`src/rtl/sup_reset_pkg.sv`:
```
package sup_reset_pkg;

    // Default timing: 50 MHz clock, 200 ms hold, 10 ms debounce window.
    localparam int unsigned DEF_CLK_HZ      = 50_000_000;
    localparam int unsigned DEF_HOLD_CYCLES = DEF_CLK_HZ / 5;
    localparam int unsigned DEF_DEB_CYCLES  = DEF_CLK_HZ / 100;

    // Two synchronizer stages for an asynchronous level.
    typedef struct packed {
        logic meta;
        logic sync;
    } sync_pair_t;

endpackage

```
`src/rtl/sup_mr_debounce.sv`:
```
module sup_mr_debounce
    import sup_reset_pkg::*;
#(
    parameter int unsigned DEB_CYCLES = DEF_DEB_CYCLES
) (
    input  logic clk_i,
    input  logic por_n_i,
    input  logic raw_n_i,
    output logic clean_n_o
);
    localparam int unsigned DW = (DEB_CYCLES > 1) ? $clog2(DEB_CYCLES) : 1;
    localparam logic [DW-1:0] DLAST = DW'(DEB_CYCLES - 1);

    typedef struct packed {
        sync_pair_t    pipe;
        logic          stable;
        logic [DW-1:0] run;
    } deb_state_t;

    deb_state_t st_d, st_q;

    always_comb begin
        st_d           = st_q;
        st_d.pipe.meta = raw_n_i;
        st_d.pipe.sync = st_q.pipe.meta;
        if (st_q.pipe.sync != st_q.stable) begin
            if (st_q.run == DLAST) begin
                st_d.stable = st_q.pipe.sync;
                st_d.run    = '0;
            end else begin
                st_d.run = st_q.run + 1'b1;
            end
        end else begin
            st_d.run = '0;
        end
    end

    always_ff @(posedge clk_i or negedge por_n_i) begin
        if (!por_n_i) begin
            st_q.pipe   <= '{meta: 1'b1, sync: 1'b1};
            st_q.stable <= 1'b1;
            st_q.run    <= '0;
        end else begin
            st_q <= st_d;
        end
    end

    assign clean_n_o = st_q.stable;

    // The debounced level changes only toward a synchronized level that differed from it.
    assert_deb_follows_R5: assert property (@(posedge clk_i) disable iff (!por_n_i)
        !$stable(st_q.stable) |-> ($past(st_q.pipe.sync) == st_q.stable));

    // The run counter only grows while the synchronized level disagrees.
    assert_deb_run_R5: assert property (@(posedge clk_i) disable iff (!por_n_i)
        (st_q.run != '0) |-> (st_q.pipe.sync != st_q.stable || $past(st_q.pipe.sync) != $past(st_q.stable)));

endmodule

```
`src/rtl/sup_hold_timer.sv`:
```
module sup_hold_timer
    import sup_reset_pkg::*;
#(
    parameter int unsigned HOLD_CYCLES = DEF_HOLD_CYCLES
) (
    input  logic clk_i,
    input  logic por_n_i,
    input  logic trig_i,
    output logic active_o
);
    localparam int unsigned HW = (HOLD_CYCLES > 1) ? $clog2(HOLD_CYCLES) : 1;
    localparam logic [HW-1:0] HLAST = HW'(HOLD_CYCLES - 1);

    typedef struct packed {
        logic          active;
        logic [HW-1:0] cnt;
    } hold_state_t;

    hold_state_t st_d, st_q;

    always_comb begin
        st_d = st_q;
        if (trig_i) begin
            st_d.active = 1'b1;
            st_d.cnt    = '0;
        end else if (st_q.active) begin
            if (st_q.cnt == HLAST) begin
                st_d.active = 1'b0;
                st_d.cnt    = '0;
            end else begin
                st_d.cnt = st_q.cnt + 1'b1;
            end
        end
    end

    always_ff @(posedge clk_i or negedge por_n_i) begin
        if (!por_n_i) begin
            st_q.active <= 1'b1;
            st_q.cnt    <= '0;
        end else begin
            st_q <= st_d;
        end
    end

    assign active_o = st_q.active;

    // A trigger restarts the hold from zero with reset asserted.
    assert_hold_restart_R8: assert property (@(posedge clk_i) disable iff (!por_n_i)
        trig_i |=> (st_q.active && st_q.cnt == '0));

    // Release happens only at the end of a full count with no trigger present.
    assert_hold_release_R3: assert property (@(posedge clk_i) disable iff (!por_n_i)
        $fell(st_q.active) |-> ($past(st_q.cnt) == HLAST && !$past(trig_i)));

    // The counter stays inside its range.
    assert_hold_bound_R3: assert property (@(posedge clk_i) disable iff (!por_n_i)
        st_q.cnt <= HLAST);

endmodule

```
`src/rtl/sup_reset_gen.sv`:
```
module sup_reset_gen
    import sup_reset_pkg::*;
#(
    parameter int unsigned CLK_HZ      = DEF_CLK_HZ,
    parameter int unsigned HOLD_CYCLES = CLK_HZ / 5,
    parameter int unsigned DEB_CYCLES  = CLK_HZ / 100
) (
    input  logic clk_i,
    input  logic por_n_i,
    input  logic supply_low_i,
    input  logic man_rst_n_i,
    output logic sys_rst_n_o,
    output logic sys_rst_o
);
    logic man_clean_n;
    logic trig;
    logic hold_active;

    sup_mr_debounce #(.DEB_CYCLES(DEB_CYCLES)) u_deb (
        .clk_i    (clk_i),
        .por_n_i  (por_n_i),
        .raw_n_i  (man_rst_n_i),
        .clean_n_o(man_clean_n)
    );

    // Only the supply flag and the debounced manual request can trigger.
    assign trig = supply_low_i | ~man_clean_n;

    sup_hold_timer #(.HOLD_CYCLES(HOLD_CYCLES)) u_hold (
        .clk_i   (clk_i),
        .por_n_i (por_n_i),
        .trig_i  (trig),
        .active_o(hold_active)
    );

    assign sys_rst_n_o = ~hold_active;
    assign sys_rst_o   = hold_active;

    assert_supply_holds_R1: assert property (@(posedge clk_i) disable iff (!por_n_i)
        supply_low_i |=> !sys_rst_n_o);

    assert_manual_holds_R2: assert property (@(posedge clk_i) disable iff (!por_n_i)
        !man_clean_n |=> !sys_rst_n_o);

    assert_no_other_trigger_R7: assert property (@(posedge clk_i) disable iff (!por_n_i)
        (sys_rst_n_o && !supply_low_i && man_clean_n) |=> sys_rst_n_o);

    always_comb begin
        assert_outputs_inverse_R6: assert (sys_rst_o !== sys_rst_n_o);
    end

endmodule

```
`config.mk`:
```
export PLATFORM = sky130hd
export DESIGN_NAME = sup_reset_gen
export DESIGN_NICKNAME = d
export VERILOG_FILES = /design/src/rtl/sup_reset_pkg.sv /design/src/rtl/sup_mr_debounce.sv /design/src/rtl/sup_hold_timer.sv /design/src/rtl/sup_reset_gen.sv
export SDC_FILE = /design/constraint.sdc
export NUM_CORES = 1
export LEC_CHECK = 0
export BUFFER_PORTS_ARGS = -buffer_cell sky130_fd_sc_hd__clkbuf_2
export CAP_MARGIN = 20
export CORE_AREA = 2 2 66 68
export DETAILED_ROUTE_END_ITERATION = 7
export DIE_AREA = 0 0 68 70
export PLACE_DENSITY = 0.85
export SLEW_MARGIN = 25
export SYNTH_ARGS = -nofsm -noshare
export SYNTH_HDL_FRONTEND = slang
export SYNTH_SLANG_ARGS = --single-unit
```
`constraint.sdc`:
```
create_clock -name clk_i -period 3.21 [get_ports clk_i]
set_clock_uncertainty 0.05 [all_clocks]
set_input_delay 0.642 -clock clk_i [delete_from_list [all_inputs] [get_ports clk_i]]
set_output_delay 0.642 -clock clk_i [all_outputs]
set_load 0.02 [all_outputs]
```
==> results.toml <==
[status]
outcome = "complete, no violations"

[floorplan]
core_region_area_mm2 = 0.00414
horizontal_die_dimension_um = 68
die_y_um = 70
initial_utilization_pct = 59.8
die_area_mm2 = 0.00476
design.portCount = 6
floorplan.rows = 24

[placement]
finalWeightedCongestion = 0.884
dp_hpwl_mm = 3.53
portBuffers = 5

[power_and_ir_drop]
power.static_leakage_nw = 1.05
power.density_mw_per_mm2 = 384
finalPower_w = 0.00102
max-vdd-ir-drop_uv = 324

[critical_path]
crit_path_max_incr_delay_ns = 0.72
worstPathArrival_ns = 1.55
crit_path_end_kind = "output pin"
timing.rr.start = "u_hold.active_o$_DFF_PN1_"
worstReg2RegEnd = "u_hold.st_q[0]$_DFFE_PN0P_"
crit_path_cell_trace = "inv_1 -> clkbuf_2"
worstPathRequired_ns = 2.52
setup.worst_path.start = "u_hold.active_o$_DFF_PN1_"
cp-start-kind = "register"
worstPathMaxFanout = 17
ff2ff_setup_slack_ns = 1.02
path_class = "reg2out"
critical-path-slowest-cell = "sky130_fd_sc_hd__dfstp_2"
reg2reg_depth = 4

[routing]
drt_first_pass_iters = 4
routed_wirelength_mm = 5.23
route.detailed.vias_per_inst = 6.22
total_drc_errors_in_the_routed_layout = 0
avgRoutedWirePerCell_um = 16.5
routed-via-count = 1979
ant_nets = 0
drt_first_iter_violations = 176

[logic_synthesis]
synth.net_count = 265
mappedNetlistArea_mm2 = 0.00248
synth_flop_cell = "sky130_fd_sc_hd__dfrtp_1"
post-synth-top-area-cell = "sky130_fd_sc_hd__dfrtp_1"
syn_area_per_cell_um2 = 9.57
seq_area_frac_synth_pct = 47.6
synth-warning-count = 0
yosys-top-cells-area = "sky130_fd_sc_hd__dfrtp_1 43%, sky130_fd_sc_hd__nor2_1 5.9%, sky130_fd_sc_hd__xor2_1 5.7%, sky130_fd_sc_hd__dfstp_2 4.2%, sky130_fd_sc_hd__nand2_1 3.8%"
post_synth_num_cell_types = 45
yosysTopAreaCellShare_pct = 43.4
ys_async_sr_fraction_pct = 100
post_synth_inst_count = 259
yosys_register_bits = 47
synth-edff-count = 0

[timing]
finalHoldViolations = 0
rsz0062_at_grt = "no"
layout_worst_path_cycle_share_pct = 69.8
fin_worst_hold_slack_ns = 0.212
setup_viol = 0
slew_headroom_pct = 38.2
timing.final.crit_period_ns = 2.24
worstMarginPinSlew_ns = 0.922
fmaxAchievable_mhz = 446
fin_tns_setup_ns = 0
maxSlewViolCount = 0

[clock_tree]
post_cts_hold_buffer_count = 0
post_cts.resized_instances = 0
cts_root_buffer = "sky130_fd_sc_hd__clkbuf_8"
number_of_buffers_between_clock_root_and_the_deepest_sink = 2
cts.sinks = 47
htree_levels = 2
tritoncts_clock_tree = "yes"
buffer_count_from_post_cts_setup_fixing = 0
worstSkewPairLatency_ns = 0.31
number_of_clock_buffers_inserted_by_tritoncts = 5
clkSlewWorstSetupHoldPaths_ns = 0.09

[final_layout]
final_nets = 271
drive_above_1_share_pct = 11.3
antenna-diode-count = 0
syn2layout_area_growth_pct = 6.76

[global_routing]
gr_overflow_total = 0
grt.total_usage_pct = 24.5
antenna_found_initial = 0
grt_first_pass_wirelength_mm = 8.91
largest_net_degree_at_the_start_of_global_routing = 31
first_global_vias = 1978

[run]
cap_violations = 0

[worst_hold_path]
hold_path.class = "in2async"
## layer usage
metal | GRT usage [%] | wire, um
met4 | 10.7 | 132
met1 | 28.8 | 2220
met5 | 0 | 0
met3 | 6.12 | 228
met2 | 41.3 | 2650
## worst max path at each step
| stage | end | slack, ns | depth (start not counted) |
|---|---|---|---|
| global placement | u_hold.st_q[0]$_DFFE_PN0P_ | 1.13 | 4 |
| finish | sys_rst_n_o | 0.97 | 2 |
| CTS | sys_rst_n_o | 0.98 | 2 |
| detailed placement | u_hold.st_q[0]$_DFFE_PN0P_ | 1.06 | 4 |
| global route | u_hold.st_q[0]$_DFFE_PN0P_ | 0.84 | 4 |
| floorplan | u_hold.st_q[12]$_DFFE_PN0P_ | 1.40 | 5 |
## worst max-delay path, delay by kind of cell, from the launching register on
family                 cells  cell delay [ns]
DFF                        1             0.72
buffers and inverters      2             0.53
## state kept, by name, summed over array words and instances (netlist names)
| register | cells |
|---|---|
| u_deb.st_q | 20 |
| u_deb.st_d | 1 |
| u_hold.active_o | 1 |
| u_hold.st_q | 24 |
| u_deb.clean_n_o | 1 |
## through the flow
stage	util, %	instances	area, um2	setup WS, ns
2_1_floorplan	-	259	2480	1.40
3_3_place_gp	61.5	310	2550	1.13
3_5_place_dp	61.5	310	2550	1.06
4_1_cts	63.9	318	2650	0.982
5_1_grt	63.9	318	2650	0.838
6_report	63.9	318	2650	0.969
## power by group
group,switching [W],leakage [nW],internal (W)
logic,0.0000182,0.358,0.00000607
registers,0.00000357,0.640,0.000597
clock network,0.000194,0.0515,0.000197
## Yosys cell counts (all sizes together) (4+ instances only)
| cell type | count |
|---|---|
| xor2 | 16 |
| and3 | 6 |
| nor2 | 40 |
| a32o | 9 |
| nor3 | 11 |
| nand2 | 25 |
| inv | 5 |
| buf | 4 |
| nand3 | 16 |
| o21ai | 7 |
| nand4 | 14 |
| nor4 | 10 |
| dfstp | 4 |
| a21oi | 6 |
| dfrtp | 43 |
| xnor2 | 10 |
## final cells by class
cell class | instances | area [um2]
clock buffers | 8 | 100
fillers | 345 | 1500
inverters | 5 | 18.8
multi-input cells | 200 | 1250
flip-flops and latches | 47 | 1180
well taps | 52 | 65.1
repair buffers | 6 | 32.5
## cell families (layout without fill, tap and decap cells)
kind of cell / after synthesis / in the layout / synth area share (%)
multiplexers: 2 / 2 / 0.858
adder cells (fa/ha/maj): 2 / 2 / 1.01
flip-flops: 47 / 47 / 47.6
XOR/XNOR: 26 / 26 / 9.18
buffers and inverters: 12 / 19 / 1.97
AND/OR/NAND/NOR: 139 / 139 / 30.3
AO/OA/AOI/OAI: 31 / 31 / 9.03
## cell usage in the layout (no fill, tap or decap), types with 2 or more instances in the layout
cell type                   n
sky130_fd_sc_hd__dfrtp_1   43
sky130_fd_sc_hd__nand2b_1   2
sky130_fd_sc_hd__nand3_1   15
sky130_fd_sc_hd__a21o_1     3
sky130_fd_sc_hd__inv_1      5
sky130_fd_sc_hd__or3_1      3
sky130_fd_sc_hd__clkbuf_2   5
sky130_fd_sc_hd__xor2_1    16
sky130_fd_sc_hd__a32o_1     9
sky130_fd_sc_hd__xnor2_1   10
sky130_fd_sc_hd__clkbuf_8   7
sky130_fd_sc_hd__or2_2      2
sky130_fd_sc_hd__nand2_1   25
sky130_fd_sc_hd__nor3_1    10
sky130_fd_sc_hd__and3_1     5
sky130_fd_sc_hd__nor2_1    39
sky130_fd_sc_hd__o21ai_1    6
sky130_fd_sc_hd__and4_1     2
sky130_fd_sc_hd__nand4_1   14
sky130_fd_sc_hd__or4_4      3
sky130_fd_sc_hd__dfstp_2    4
sky130_fd_sc_hd__a21oi_1    6
sky130_fd_sc_hd__ha_1       2
sky130_fd_sc_hd__nor4_1     8
Note: power is estimated with default switching activity, not from simulation.
